==> src/rtl/lldma_pkg.sv <==
package lldma_pkg;
  typedef enum logic [1:0] {
    ST_IDLE  = 2'd0,
    ST_XFER  = 2'd1,
    ST_FETCH = 2'd2
  } chan_state_e;

  // register select codes; fetch word index uses the same codes 0..4
  localparam int SEL_SRC   = 0;
  localparam int SEL_DST   = 1;
  localparam int SEL_LINK  = 2;
  localparam int SEL_CTRL  = 3;
  localparam int SEL_COUNT = 4;
  localparam int SEL_CFG   = 5;

  // control word fields
  localparam int CTL_SW   = 0;  // [1:0] source element width
  localparam int CTL_DW   = 2;  // [3:2] destination element width
  localparam int CTL_SINC = 4;
  localparam int CTL_DINC = 5;
  localparam int CTL_W    = 6;

  // configuration word fields
  localparam int CFG_EN   = 0;
  localparam int CFG_FLOW = 1;

  localparam logic [1:0] WIDTH_BAD = 2'd3;
endpackage

==> src/rtl/lldma_datapath.sv <==
module lldma_datapath
  import lldma_pkg::*;
#(
  parameter int AW = 32,
  parameter int CW = 25,
  parameter int IW = 3
) (
  input  logic             clk,
  input  logic             rst_n,
  input  logic             wr_en,
  input  logic [IW-1:0]    wr_idx,
  input  logic [AW-1:0]    wr_data,
  input  logic             beat_done,
  output logic [AW-1:0]    src_q,
  output logic [AW-1:0]    dst_q,
  output logic [AW-1:0]    link_q,
  output logic [CTL_W-1:0] ctrl_q,
  output logic [CW-1:0]    cnt_q
);
  localparam int NPTR = 2;

  logic [AW-1:0]    step;
  logic [CW-1:0]    cnt_d;
  logic [AW-1:0]    link_d;
  logic [CTL_W-1:0] ctrl_d;

  assign step = {{(AW-1){1'b0}}, 1'b1} << ctrl_q[CTL_SW +: 2];

  // source (g=0) and destination (g=1) pointers share one structure
  for (genvar g = 0; g < NPTR; g++) begin : g_ptr
    logic [AW-1:0] ptr_q, ptr_d;
    logic          inc;
    assign inc = ctrl_q[CTL_SINC + g];
    always_comb begin
      ptr_d = ptr_q;
      if (wr_en && (wr_idx == IW'(SEL_SRC + g))) ptr_d = wr_data;
      else if (beat_done && inc)                 ptr_d = ptr_q + step;
    end
    always_ff @(posedge clk or negedge rst_n) begin
      if (!rst_n) ptr_q <= '0;
      else        ptr_q <= ptr_d;
    end
  end

  assign src_q = g_ptr[0].ptr_q;
  assign dst_q = g_ptr[1].ptr_q;

  always_comb begin
    link_d = link_q;
    ctrl_d = ctrl_q;
    cnt_d  = cnt_q;
    if (wr_en && wr_idx == IW'(SEL_LINK)) link_d = wr_data;
    if (wr_en && wr_idx == IW'(SEL_CTRL)) ctrl_d = wr_data[CTL_W-1:0];
    if (wr_en && wr_idx == IW'(SEL_COUNT)) cnt_d = wr_data[CW-1:0];
    else if (beat_done)                    cnt_d = cnt_q - CW'(1);
  end

  always_ff @(posedge clk or negedge rst_n) begin
    if (!rst_n) begin
      link_q <= '0;
      ctrl_q <= '0;
      cnt_q  <= '0;
    end else begin
      link_q <= link_d;
      ctrl_q <= ctrl_d;
      cnt_q  <= cnt_d;
    end
  end
endmodule

==> src/rtl/lldma_remain.sv <==
module lldma_remain #(
  parameter  int CW = 25,
  localparam int RW = CW + 2
) (
  input  logic [CW-1:0] cnt,
  input  logic [1:0]    width,
  output logic [RW-1:0] bytes
);
  always_comb begin
    case (width)
      2'd0:    bytes = RW'(cnt);
      2'd1:    bytes = RW'(cnt) << 1;
      2'd2:    bytes = RW'(cnt) << 2;
      default: bytes = '0;
    endcase
  end
endmodule

==> src/rtl/lldma_ctrl.sv <==
module lldma_ctrl
  import lldma_pkg::*;
#(
  parameter int AW   = 32,
  parameter int IW   = 3,
  parameter int USED = 5
) (
  input  logic          clk,
  input  logic          rst_n,
  input  logic          cfg_wr,
  input  logic          cfg_en,
  input  logic          cfg_flow,
  input  logic [1:0]    src_w,
  input  logic [1:0]    dst_w,
  input  logic          cnt_zero,
  input  logic [AW-1:0] link_q,
  input  logic          mem_ack,
  output logic          active,
  output logic          mem_req,
  output logic [AW-1:0] mem_addr,
  output logic          mem_master,
  output logic          beat_valid,
  output logic          fetch_we,
  output logic [IW-1:0] fetch_idx,
  output logic          tc_pulse,
  output logic          err_flag
);
  chan_state_e   state_q, state_d;
  logic [IW-1:0] idx_q, idx_d;
  logic [AW-1:0] base_q, base_d;
  logic          mst_q, mst_d;
  logic          tc_q, tc_d;
  logic          err_q, err_d;

  logic width_bad, link_null, last_word;
  assign width_bad = (src_w == WIDTH_BAD) || (dst_w == WIDTH_BAD);
  assign link_null = (link_q[AW-1:1] == '0);
  assign last_word = (idx_q == IW'(USED - 1));

  always_comb begin
    state_d = state_q;
    idx_d   = idx_q;
    base_d  = base_q;
    mst_d   = mst_q;
    tc_d    = 1'b0;
    err_d   = err_q;
    case (state_q)
      ST_IDLE: begin
        if (cfg_wr) begin
          err_d = 1'b0;
          if (cfg_en) begin
            if (cfg_flow || width_bad) err_d   = 1'b1;
            else                       state_d = ST_XFER;
          end
        end
      end
      ST_XFER: begin
        if (cnt_zero) begin
          if (link_null) begin
            state_d = ST_IDLE;
            tc_d    = 1'b1;
          end else begin
            state_d = ST_FETCH;
            idx_d   = '0;
            base_d  = {link_q[AW-1:1], 1'b0};
            mst_d   = link_q[0];
          end
        end
      end
      ST_FETCH: begin
        if (mem_ack) begin
          idx_d = idx_q + IW'(1);
          if (last_word) begin
            if (width_bad) begin
              state_d = ST_IDLE;
              err_d   = 1'b1;
            end else begin
              state_d = ST_XFER;
            end
          end
        end
      end
      default: state_d = ST_IDLE;
    endcase
  end

  always_ff @(posedge clk or negedge rst_n) begin
    if (!rst_n) begin
      state_q <= ST_IDLE;
      idx_q   <= '0;
      base_q  <= '0;
      mst_q   <= 1'b0;
      tc_q    <= 1'b0;
      err_q   <= 1'b0;
    end else begin
      state_q <= state_d;
      idx_q   <= idx_d;
      base_q  <= base_d;
      mst_q   <= mst_d;
      tc_q    <= tc_d;
      err_q   <= err_d;
    end
  end

  assign active     = (state_q != ST_IDLE);
  assign mem_req    = (state_q == ST_FETCH);
  assign mem_addr   = base_q + (AW'(idx_q) << 2);
  assign mem_master = mst_q;
  assign beat_valid = (state_q == ST_XFER) && !cnt_zero;
  assign fetch_we   = mem_req && mem_ack;
  assign fetch_idx  = idx_q;
  assign tc_pulse   = tc_q;
  assign err_flag   = err_q;
endmodule

==> src/rtl/lldma_channel.sv <==
module lldma_channel
  import lldma_pkg::*;
#(
  parameter  int AW         = 32,
  parameter  int CW         = 25,
  parameter  int DESC_SLOTS = 8,
  parameter  int DESC_USED  = 5,
  localparam int RW         = CW + 2,
  localparam int IW         = $clog2(DESC_SLOTS)
) (
  input  logic          clk,
  input  logic          rst_n,
  input  logic          reg_wr,
  input  logic [IW-1:0] reg_addr,
  input  logic [AW-1:0] reg_wdata,
  output logic          mem_req,
  output logic [AW-1:0] mem_addr,
  output logic          mem_master,
  input  logic          mem_ack,
  input  logic [AW-1:0] mem_rdata,
  output logic          beat_valid,
  input  logic          beat_ready,
  output logic [AW-1:0] beat_src,
  output logic [AW-1:0] beat_dst,
  output logic [1:0]    beat_size,
  output logic [RW-1:0] remaining_bytes,
  output logic          active,
  output logic          tc_pulse,
  output logic          err_flag
);
  logic [1:0] rst_pipe;
  logic       rst_core_n;

  always_ff @(posedge clk or negedge rst_n) begin
    if (!rst_n) rst_pipe <= '0;
    else        rst_pipe <= {rst_pipe[0], 1'b1};
  end
  assign rst_core_n = rst_pipe[1];

  logic             sw_wr, cfg_wr, fetch_we, beat_done, wr_en;
  logic [IW-1:0]    fetch_idx, wr_idx;
  logic [AW-1:0]    wr_data, src_q, dst_q, link_q;
  logic [CTL_W-1:0] ctrl_q;
  logic [CW-1:0]    cnt_q;

  assign sw_wr     = reg_wr && !active && (reg_addr < IW'(DESC_USED));
  assign cfg_wr    = reg_wr && !active && (reg_addr == IW'(SEL_CFG));
  assign beat_done = beat_valid && beat_ready;
  assign wr_en     = sw_wr || fetch_we;
  assign wr_idx    = fetch_we ? fetch_idx : reg_addr;
  assign wr_data   = fetch_we ? mem_rdata : reg_wdata;

  lldma_datapath #(.AW(AW), .CW(CW), .IW(IW)) u_dp (
    .clk       (clk),
    .rst_n     (rst_core_n),
    .wr_en     (wr_en),
    .wr_idx    (wr_idx),
    .wr_data   (wr_data),
    .beat_done (beat_done),
    .src_q     (src_q),
    .dst_q     (dst_q),
    .link_q    (link_q),
    .ctrl_q    (ctrl_q),
    .cnt_q     (cnt_q)
  );

  lldma_ctrl #(.AW(AW), .IW(IW), .USED(DESC_USED)) u_ctrl (
    .clk        (clk),
    .rst_n      (rst_core_n),
    .cfg_wr     (cfg_wr),
    .cfg_en     (reg_wdata[CFG_EN]),
    .cfg_flow   (reg_wdata[CFG_FLOW]),
    .src_w      (ctrl_q[CTL_SW +: 2]),
    .dst_w      (ctrl_q[CTL_DW +: 2]),
    .cnt_zero   (cnt_q == '0),
    .link_q     (link_q),
    .mem_ack    (mem_ack),
    .active     (active),
    .mem_req    (mem_req),
    .mem_addr   (mem_addr),
    .mem_master (mem_master),
    .beat_valid (beat_valid),
    .fetch_we   (fetch_we),
    .fetch_idx  (fetch_idx),
    .tc_pulse   (tc_pulse),
    .err_flag   (err_flag)
  );

  lldma_remain #(.CW(CW)) u_rem (
    .cnt   (cnt_q),
    .width (ctrl_q[CTL_SW +: 2]),
    .bytes (remaining_bytes)
  );

  assign beat_src  = src_q;
  assign beat_dst  = dst_q;
  assign beat_size = ctrl_q[CTL_SW +: 2];
endmodule

==> config.mk <==
export PLATFORM = sky130hd
export DESIGN_NAME = lldma_channel
export DESIGN_NICKNAME = d
export VERILOG_FILES = /design/src/rtl/lldma_pkg.sv /design/src/rtl/lldma_datapath.sv /design/src/rtl/lldma_remain.sv /design/src/rtl/lldma_ctrl.sv /design/src/rtl/lldma_channel.sv
export SDC_FILE = /design/constraint.sdc
export NUM_CORES = 1
export LEC_CHECK = 0
export BUFFER_PORTS_ARGS = -buffer_cell sky130_fd_sc_hd__buf_4
export CAP_MARGIN = 20
export CELL_PAD_IN_SITES_DETAIL_PLACEMENT = 1
export CELL_PAD_IN_SITES_GLOBAL_PLACEMENT = 1
export CORE_MARGIN = 2
export CORE_UTILIZATION = 43
export DETAILED_ROUTE_END_ITERATION = 16
export PLACE_DENSITY_LB_ADDON = 0.1
export SYNTH_ARGS = -nofsm -noshare
export SYNTH_HDL_FRONTEND = slang
export SYNTH_SLANG_ARGS = --single-unit
==> constraint.sdc <==
create_clock -name clk -period 6.9 [get_ports clk]
set_input_delay 1.38 -clock clk [delete_from_list [all_inputs] [get_ports clk]]
set_output_delay 1.38 -clock clk [all_outputs]
set_load 0.02 [all_outputs]
==> results of run 1 <==
-- state kept, by name (all words and copies together), names as in the netlist --
register / flops
u_dp.cnt_q: 25
u_ctrl.fetch_idx: 3
u_dp.link_q: 32
u_dp.dst_q: 32
u_ctrl.state_q: 2
rst_pipe: 2
u_ctrl.mem_master: 1
u_dp.ctrl_q: 6
u_ctrl.tc_pulse: 1
u_dp.src_q: 32
u_ctrl.base_q: 31
u_ctrl.err_flag: 1
-- Yosys cell counts (all sizes together) (25+ instances only) --
master,count
a21oi,37
clkbuf,34
nand2,155
mux2,43
o21ai,94
nand4,31
nor2,68
xor2,27
nand3,46
mux2i,51
dfrtp,168
inv,25
buf,41
nor3,29
xnor2,27
-- worst paths after layout --
check	endpoint	start	cells past startpoint	slack [ns]
min in group asynchronous	u_dp.src_q[25]$_DFFE_PN0P_	rst_pipe[1]$_DFF_PN0_	0	0.40
worst max register to register	u_dp.src_q[10]$_DFFE_PN0P_	u_dp.ctrl_q[0]$_DFFE_PN0P_	10	3.12
worst min-delay path	rst_pipe[1]$_DFF_PN0_	rst_pipe[0]$_DFF_PN0_	0	0.36
worst max-delay path	mem_addr[24]	u_ctrl.fetch_idx[0]$_DFFE_PN0P_	10	2.00
max in group asynchronous	u_dp.cnt_q[4]$_DFFE_PN0P_	rst_pipe[1]$_DFF_PN0_	1	5.12
worst min register to register	rst_pipe[1]$_DFF_PN0_	rst_pipe[0]$_DFF_PN0_	0	0.36
-- metrics by stage --
step	worst slack, ns	total power [W]
4_1_cts	1.99	0.00507
5_1_grt	1.75	0.00536
3_3_place_gp	2.60	0.00399
3_5_place_dp	2.46	0.00406
2_1_floorplan	1.87	0.00312
6_report	2.00	0.00506
-- power by group --
group | total [W] | switching [W] | internal (W) | leakage, nW
combinational | 0.00220 | 0.00126 | 0.000937 | 3.26
sequential | 0.00187 | 0.000540 | 0.00133 | 2.16
clock | 0.000991 | 0.000499 | 0.000492 | 0.282
-- layer usage --
metal	vias to the layer above	wire length [um]	part of all wire, %	global-route usage (%)
met2	315	18300	48	48.0
met4	0	1980	5.2	15.6
met3	90	1580	4.1	3.66
li1	4549	-	-	-
met1	5039	16500	43	39.5
met5	-	0	0	0
-- cell usage in the layout (no fill, tap or decap), types with 8 or more instances in the layout --
cell / synthesis / routed
buf_4: 10 / 218
dfrtp_1: 168 / 166
nand2_1: 155 / 155
o21ai_0: 79 / 79
nor2_1: 66 / 66
mux2i_1: 51 / 51
nand3_1: 45 / 45
a21oi_1: 36 / 36
nand4_1: 28 / 28
xor2_1: 27 / 27
xnor2_1: 27 / 27
inv_1: 25 / 25
nand3b_1: 24 / 24
nor3_1: 23 / 23
mux2_2: 23 / 23
o211ai_1: 22 / 22
and3_1: 21 / 21
mux2_1: 20 / 20
and2_1: 17 / 17
clkbuf_16: 0 / 17
o311ai_0: 15 / 15
a31oi_1: 14 / 14
ha_1: 13 / 13
nor4_1: 12 / 12
o221ai_1: 11 / 11
or3_1: 10 / 10
o21ai_1: 14 / 10
a21o_1: 8 / 8
-- cell type report --
cell class / count / area share [%]
clock inverters: 15 / 1.43
inverters: 25 / 0.732
well taps: 324 / 3.16
flip-flops and latches: 168 / 32.8
repair buffers: 220 / 13.0
clock buffers: 17 / 3.32
multi-input cells: 879 / 45.6
-- worst max-delay path, stage by stage, from the launching register on --
cell and delay, ns:
dfrtp_1 0.48, ha_1 0.21, inv_1 0.05, fa_1 0.42
nor2b_1 0.26, nor2_1 0.11, or4b_4 0.56, or3_1 0.48
nor3_2 0.17, xor2_1 0.17, buf_4 0.16
-- kinds of logic after synthesis --
group           after synthesis  synth area share (%)
compound gates              259                  16.5
other cells                   2                0.0716
xor+xnor                     54                  4.51
simple gates                454                  22.8
buf+inv                     100                  4.62
mux                          94                  9.48
flops                       168                  40.1
fa+ha+maj                    16                  1.96
==> metrics.md, run 1 <==
| Metric | Value |
|---|---|
| Status | `completed` |
| Clk_skew | `0.0238 ns` |
| Fin crit share | `a little over 70%` |
| Max IR drop VDD | `about 0.00019 V` |
| Placed cells | `1614` |
| Synth area leader | `dfrtp_1` |
| Number of CTS-inserted buffers | `17` |
| Fin nets | `between 1000 and 1500` |
| Setup Buffers After CTS | `0` |
| Initial DRC count | `roughly 700` |
| Pleak | `between 5 and 6 nW` |
| CP Launch Type | `flop` |
| Crit path time final | `slightly below 5 ns` |
| Layout overhead on the synthesized area | `22.2%` |
| First-pass iteration count of the detailed router | `5` |
| Yosys Warn Count | `0` |
| Num ports | `203` |
| DIE WIDTH | `~160 um` |
| # rows | `57` |
| Antenna Violating Nets Remaining | `0` |
| Final instance area | `about 0.013 sq mm` |
| Multi-input gate area | `0.00584 sq mm` |
| Remaining global-route overflow | `0` |
| Syn Inst Count | `1147` |
| Rel. slew slack | `21.9%` |
| Syn Area/Cell | `9.14 sq um` |
| Htree depth | `4` |
| TritonCTS clock tree | `built` |
| Register area share after synthesis | `between 40% and 50%` |
| Ys async rst share | `100%` |
| Hold_ws | `about 0.36 ns` |
| Hold Path Class | `reg -> reg` |
| Slew @ Worst Pin | `between 1 and 1.5 ns` |
| Hold buffer count at cts | `0` |
| HPWL after DPL | `around 27 mm` |
| Post-layout util | `53.2%` |
| Ranking of synthesized cells by area | `dfrtp_1 (40%), nand2_1 (5.5%), mux2i_1 (4.9%), o21ai_0 (3.8%), mux2_2 (2.5%)` |
| Slew Limit Fails | `0` |
| Syn_nets | `1233` |
| Count of final setup violators | `0` |
| Post-synth EDFFs | `0` |
| Post-synthesis register bit count | `168` |
| Maximum fanout along the worst path | `7` |
| WP data arrival | `3.52 ns` |
| Global placement routability congestion | `0.830` |
| N_diodes | `0` |
| Post-synth top area share | `roughly two fifths` |
| Register area | `0.00421 sq mm` |
| Die height | `160 um` |
| Avg WL per Cell | `23.3 um` |
| Critical Path Sink Type | `output port` |
| Initial antenna violation count | `1` |
| Final hold viol count | `0` |
| Clk buf depth | `2` |
| Fmax | `204 MHz` |
| Clk Latency, worst-skew pair | `0.46 ns` |
| Routed vias/inst | `a little over 6` |
| RSZ-0062 raised after global routing | `false` |
| PortBufs | `about 200` |
| PostCTS Resize Cnt | `0` |
| Mapped cell area | `0.0105 sq mm` |
| First-pass GRT wire length | `58.7 mm` |
| Layout cells sized above 1 | `23.5%` |
| Placed Area | `0.0122 sq mm` |
| Pwr/cell area | `395 mW/mm^2` |
| Total routed wirelength | `38.3 mm` |
| Post-route setup TNS | `0 ns` |
| Top FF cell, synth | `dfrtp_1` |
| Clock slew at reported path FFs | `roughly 0.09 ns` |
| Clock Tree Root | `clkbuf_16` |
| Required @ worst endpoint | `5.52 ns` |
| Pin count of the biggest net entering global routing | `62` |
| DRC Markers | `0` |
| Die ar. | `approximately 0.026 sq mm` |
| Yosys cell types | `between 80 and 90` |
| CORE AREA | `roughly 0.024 sq mm` |
| Max cap viols | `0` |
| Vias in the first global route | `10000` |
| Final std cells w/o fill | `about 1600` |
| GRT Util Overall | `29.8%` |
| Vias | `9993` |
| Fill cells | `~2800` |
| Crit path kind | `reg -> out` |
| Initial core utilization | `a little over two fifths` |
| CTS Sinks | `168` |
(Power assumes the default switching activity.)
==> run 2: changes to the inputs <==
--- a/config.mk
+++ b/config.mk
@@ -10,7 +10,7 @@
 export CELL_PAD_IN_SITES_DETAIL_PLACEMENT = 1
 export CELL_PAD_IN_SITES_GLOBAL_PLACEMENT = 1
 export CORE_MARGIN = 2
-export CORE_UTILIZATION = 43
+export CORE_UTILIZATION = 38
 export DETAILED_ROUTE_END_ITERATION = 16
 export PLACE_DENSITY_LB_ADDON = 0.1
 export SYNTH_ARGS = -nofsm -noshare
==> constraint.sdc (replaced) <==
create_clock -name clk -period 4.5 [get_ports clk]
set_input_delay 0.9 -clock clk [delete_from_list [all_inputs] [get_ports clk]]
set_output_delay 0.9 -clock clk [all_outputs]
set_load 0.02 [all_outputs]
==> run 2 against run 1 <==
  * Final cell count rose by 1.8%
  * Sequential share of layout area is 0.31 points lower
  * Critical path type unchanged
  * Clock power increased by 55%
  * Register-to-register slack worse by 2.1 ns
  * Die area is 13% higher
  * Largest power group unchanged
  * Highest routed layer unchanged
  * Largest cell class unchanged
==> metrics.md, run 2 (synthesis gave the netlist of run 1 again) <==
| Metric | Value |
|---|---|
| Clk Latency, worst-skew pair | `0.45 ns` |
| Met3 Resource Use GR | `3.51%` |
| DIE WIDTH | `between 150 and 200 um` |
| Status | `completed` |
| Max cap viols | `0` |
| Initial DRC count | `705` |
| Final hold viol count | `0` |
| Vias in the first global route | `10000` |
| Clock Tree Root | `clkbuf_16` |
| Post-route setup TNS | `0 ns` |
| DRC Markers | `0` |
| Count of final setup violators | `0` |
| Num ports | `203` |
| Slew @ Worst Pin | `slightly above 1 ns` |
| WP data arrival | `3.31 ns` |
| Number of CTS-inserted buffers | `17` |
| Vias | `9903` |
| N_diodes | `0` |
| Required @ worst endpoint | `3.60 ns` |
| Hold Path Class | `in -> async` |
| Die ar. | `~0.029 sq mm` |
| Maximum fanout along the worst path | `7` |
| Avg WL per Cell | `roughly 24 um` |
| Max IR drop VDD | `0.000340 V` |
| First-pass iteration count of the detailed router | `5` |
| CP Launch Type | `flop` |
| # rows | `60` |
| Antenna Violating Nets Remaining | `0` |
| Fin crit share | `93.5%` |
| Final std cells w/o fill | `1677` |
| Clk buf depth | `2` |
| Global placement routability congestion | `~0.84` |
| R2R cell count | `11` |
| Clk_skew | `0.0142 ns` |
| Setup WS post-layout | `approximately 0.29 ns` |
| HPWL after DPL | `28.4 mm` |
| Placed Area | `0.0123 sq mm` |
| Most frequent cells in the layout | `buf_4 (231), dfrtp_1 (166), nand2_1 (155)` |
| Die height | `170 um` |
| Placed cells | `1645` |
| PortBufs | `201` |
| Htree depth | `4` |
| Crit path time final | `4.21 ns` |
| Critical Path Sink Type | `output port` |
| Initial antenna violation count | `1` |
| Met1 GRT Util | `36.2%` |
| R2R Setup Slk | `1.07 ns` |
| Fill cells | `between 3000 and 4000` |
| Layout cells sized above 1 | `24.2%` |
| Crit path kind | `reg -> out` |
| GRT Max-Usage Layer | `met2` |
| Initial core utilization | `between 30 and 40%` |
| Hold_ws | `0.217 ns` |
| Total routed wirelength | `between 30 and 40 mm` |
| Hold buffer count at cts | `0` |
| Remaining global-route overflow | `0` |
| Clock slew at reported path FFs | `around 0.080 ns` |
| Multi-input gate area | `0.00584 sq mm` |
| Fin nets | `1409` |
| Fmax | `about 240 MHz` |
| GRT Util Overall | `27.6%` |
| TritonCTS clock tree | `built` |
| Met2 usage | `46.1%` |
| Final instance area | `0.0129 sq mm` |
| Rel. slew slack | `30.9%` |
| Pleak | `5.78 nW` |
| CTS Sinks | `168` |
| RSZ-0062 raised after global routing | `false` |
| Commonest non-fill, non-tap cell in the layout | `buf_4` |
| Layout overhead on the synthesized area | `23.4%` |
| Pin count of the biggest net entering global routing | `64` |
| DP Worst Slack | `0.633 ns` |
| Pwr/cell area | `between 600 and 700 mW/mm^2` |
| First-pass GRT wire length | `60.5 mm` |
| Routed vias/inst | `5.91` |
| CORE AREA | `0.0270 sq mm` |
| Register area | `0.00421 sq mm` |
| Slew Limit Fails | `0` |
run 2: changes by cell type in the layout (fill, tap and decap cells not counted), sizes merged:
cell / change
clkinv: +3
inv: +1
buf: +12
clkinvlp: -4
run 2: area by class of cell:
cell class	count	share of cell area, %
Clock inverter	15	1.50
Tap cell	341	3.30
Timing Repair Buffer	232	13.6
Sequential cell	168	32.5
Clock buffer	17	3.29
Inverter	25	0.725
Multi-Input combinational cell	879	45.1
run 2: path summary, 6_finish.rpt:
path                                                       from                       endpoint
worst max register to register       u_dp.ctrl_q[1]$_DFFE_PN0P_     u_dp.src_q[10]$_DFFE_PN0P_
min in group clk                          rst_pipe[0]$_DFF_PN0_          rst_pipe[1]$_DFF_PN0_
worst max-delay path            u_ctrl.fetch_idx[0]$_DFFE_PN0P_                   mem_addr[28]
worst min-delay path                                      rst_n          rst_pipe[1]$_DFF_PN0_
max in group asynchronous                 rst_pipe[1]$_DFF_PN0_  u_ctrl.base_q[30]$_DFFE_PN0P_
worst min register to register            rst_pipe[0]$_DFF_PN0_          rst_pipe[1]$_DFF_PN0_
run 2: stage by stage:
stage,total power (W),utilization (%)
3_3_place_gp,0.00618,45.6
4_1_cts,0.00786,47.9
2_1_floorplan,0.00479,-
5_1_grt,0.00830,47.9
6_report,0.00782,47.9
3_5_place_dp,0.00630,45.6
run 2: routing by layer:
layer / vias up / share of wire (%)
met5: - / 0
met4: 0 / 3.9
met3: 61 / 4.0
li1: 4557 / -
met2: 252 / 49
met1: 5033 / 44
run 2: what timing repair did:
item | CTS | global route
setup buffers | 0 | 0
setup endpoints to repair | 0 | 5
resized for setup | 0 | 1
run 2: worst max-delay path: stages, from the launching register on:
cell and delay, ns:
dfrtp_1 0.46, ha_1 0.21, inv_1 0.06, fa_1 0.40, nor2b_1 0.20, nor2_1 0.09, or4b_4 0.56, or3_4 0.41
nor3_2 0.14, xor2_1 0.17, buf_4 0.16
run 2: power breakdown:
part / switching (W) / internal [W]
clock network: 0.000781 / 0.000761
logic: 0.00193 / 0.00145
registers: 0.000859 / 0.00204
total: 0.00357 / 0.00426
==> run 3: changes to the inputs <==
--- a/config.mk
+++ b/config.mk
@@ -7,12 +7,11 @@
 export LEC_CHECK = 0
 export BUFFER_PORTS_ARGS = -buffer_cell sky130_fd_sc_hd__buf_4
 export CAP_MARGIN = 20
-export CELL_PAD_IN_SITES_DETAIL_PLACEMENT = 1
-export CELL_PAD_IN_SITES_GLOBAL_PLACEMENT = 1
 export CORE_MARGIN = 2
-export CORE_UTILIZATION = 38
+export CORE_UTILIZATION = 51
 export DETAILED_ROUTE_END_ITERATION = 16
-export PLACE_DENSITY_LB_ADDON = 0.1
+export PLACE_DENSITY = 0.77
+export RECOVER_POWER = 100
 export SYNTH_ARGS = -nofsm -noshare
 export SYNTH_HDL_FRONTEND = slang
 export SYNTH_SLANG_ARGS = --single-unit
==> run 3 against run 2 <==
  * The run now ends with capacitance limit, slew limit left
  * Setup slack worse by 0.074 ns
  * Utilization is 12 points higher
  * Critical path type unchanged
  * Critical endpoint unchanged
  * Final cell count shrank 4.5%
  * Non-clock buffer count is 6 lower
  * Flip-flop and latch count unchanged
  * Combinational power shrank 14%
  * Sequential share of layout area up 2.1 points
  * Count of clock-buffer cells in the layout up 6
  * Hold slack better by 0.011 ns
  * Clock skew shrank 0.00071 ns
==> metrics.md, run 3 (synthesis gave the netlist of run 1 again) <==
| Metric | Value |
|---|---|
| Setup Buffers After CTS | `0` |
| First-pass iteration count of the detailed router | `7` |
| Initial antenna violation count | `1` |
| Avg WL per Cell | `roughly 21 um` |
| Htree depth | `4` |
| HPWL after DPL | `between 20 and 25 mm` |
| DIE WIDTH | `147 um` |
| TritonCTS clock tree | `built` |
| Final hold viol count | `0` |
| Count of final setup violators | `0` |
| Failing checks | `capacitance limit, slew limit` |
| Met3 Resource Use GR | `7.78%` |
| # rows | `52` |
| Layout overhead on the synthesized area | `15.9%` |
| Logic pwr share | `40.8%` |
| Pwr/cell area | `589 mW/mm^2` |
| Clk buf depth | `2` |
| Vias in the first global route | `9546` |
| Global placement routability congestion | `0.914` |
| RSZ-0062 raised after global routing | `false` |
| WP data arrival | `3.38 ns` |
| Pin count of the biggest net entering global routing | `70` |
| Die height | `between 100 and 150 um` |
| Status | `complete, but fails checks` |
| Vias | `roughly 9900` |
| Clock Power Share | `19.1%` |
| Fin crit share | `a little over nine tenths` |
| Hold_ws | `0.228 ns` |
| Routed vias/inst | `a little over 6` |
| Fmax | `234 MHz` |
| Critical path's slowest cell | `or4b_4` |
| Max cap viols | `6` |
| GRT Max-Usage Layer | `met2` |
| Clk_skew | `between 0.01 and 0.015 ns` |
| Crit path time final | `between 4 and 5 ns` |
| PostCTS Resize Cnt | `0` |
| CP Launch Type | `flop` |
| Clock slew at reported path FFs | `0.07 ns` |
| Internal | `between 0.003 and 0.004 W` |
| Remaining global-route overflow | `0` |
| Initial DRC count | `1029` |
| Num ports | `203` |
| Seq pwr share | `40.1%` |
| Met2 usage | `about half` |
| PortBufs | `201` |
| Pleak | `slightly above 5 nW` |
| Maximum fanout along the worst path | `7` |
| Post-route setup TNS | `0 ns` |
| Antenna Violating Nets Remaining | `0` |
| Hold buffer count at cts | `0` |
| First-pass GRT wire length | `approximately 52 mm` |
| Slew Limit Fails | `242` |
| GRT Util Overall | `30.9%` |
| Total net switching power | `approximately 0.0033 W` |
| Number of CTS-inserted buffers | `17` |
| Rel. slew slack | `-91.5%` |
| Switch share | `46.3%` |
| Design Power | `0.00717 W` |
| Clock Tree Root | `clkbuf_16` |
| Die ar. | `0.0217 sq mm` |
| CORE AREA | `0.0202 sq mm` |
| Critical Path Sink Type | `output port` |
| Most frequent cells in the layout | `dfrtp_1 (167), nand2_1 (155), clkbuf_1 (139)` |
| Commonest non-fill, non-tap cell in the layout | `dfrtp_1` |
| Fill cells | `1867` |
| Hold Path Class | `in -> async` |
| Crit-path cells | `ha_1, inv_1, fa_1, nor2b_1, nor2_1, or4b_4, or3_1, nor3_2, xor2_1, buf_4` |
| Clk Latency, worst-skew pair | `0.44 ns` |
| Initial core utilization | `51.8%` |
| Required @ worst endpoint | `3.60 ns` |
| Met1 GRT Util | `41.3%` |
| Crit path kind | `reg -> out` |
| Slowest stage delay, CP | `between 0.5 and 0.6 ns` |
| Max IR drop VDD | `between 0.0003 and 0.0004 V` |
| Layout cells sized above 1 | `12.6%` |
| Slew @ Worst Pin | `roughly 2.9 ns` |
| CTS Sinks | `168` |
| DRC Markers | `0` |
| Total routed wirelength | `33.4 mm` |
| Fin nets | `about 1400` |
-- run 3: cell types whose count changed in the layout (fill, tap and decap cells not counted), sizes merged --
cell	before	now
buf	232	86
diode	0	2
clkinvlp	0	2
clkbuf	17	163
clkinv	8	5
inv	32	27
-- run 3: layout make-up --
class / instances / area, sq um / share of cell area, %
clock buffers: 23 / 468 / 3.85
multi-input cells: 879 / 5800 / 47.7
inverters: 25 / 93.8 / 0.772
diodes: 2 / 5.00 / 0.0412
well taps: 270 / 338 / 2.78
clock inverters: 9 / 68.8 / 0.566
repair buffers: 226 / 1180 / 9.72
flip-flops and latches: 168 / 4210 / 34.6
-- run 3: layer usage --
layer  vias up  wire length, um  part of all wire [%]
met1      4822            13700                    41
li1       4551                -                     -
met4         2             1460                   4.4
met5         -               12                 0.036
met2       466            15500                    47
met3        91             2660                   8.0
-- run 3: metrics by stage --
step	util (%)	cell area (sq um)	setup slack, ns	cells
floorplan	-	10500	0.855	1147
global placement	60.2	12200	0.759	1567
detailed placement	60.2	12200	0.684	1567
CTS	62.8	12700	0.213	1599
global route	60.1	12200	0.0173	1600
finish	60.1	12200	0.220	1602
-- run 3: power groups by stage --
stage | Clock (W) | Sequential [W] | Combinational, W
after CTS | 0.00137 | 0.00286 | 0.00331
after detailed placement | 0 | 0.00287 | 0.00329
after global routing | 0.00143 | 0.00297 | 0.00319
after global placement | 0 | 0.00286 | 0.00322
after floorplan | 0 | 0.00289 | 0.00190
final | 0.00137 | 0.00288 | 0.00292
-- run 3: final timing paths --
| check | startpoint | to | slack, ns | cells after the start |
|---|---|---|---|---|
| worst max-delay path | u_ctrl.fetch_idx[0]$_DFFE_PN0P_ | mem_addr[28] | 0.22 | 10 |
| worst min-delay path | rst_n | rst_pipe[1]$_DFF_PN0_ | 0.23 | 1 |
| worst max register to register | u_dp.ctrl_q[0]$_DFFE_PN0P_ | u_dp.src_q[10]$_DFFE_PN0P_ | 0.29 | 9 |
| worst min register to register | rst_pipe[0]$_DFF_PN0_ | rst_pipe[1]$_DFF_PN0_ | 0.35 | 0 |
| max in group asynchronous | rst_pipe[1]$_DFF_PN0_ | u_ctrl.base_q[13]$_DFFE_PN0P_ | 0.93 | 1 |
| min in group clk | rst_pipe[0]$_DFF_PN0_ | rst_pipe[1]$_DFF_PN0_ | 0.35 | 0 |
-- run 3: critical path, delay by kind of cell, from the launching register on --
family        cells  cell delay (ns)
xor+xnor          1             0.16
fa+ha+maj         2             0.62
buf+inv           2             0.22
flops             1             0.46
simple gates      5             1.48
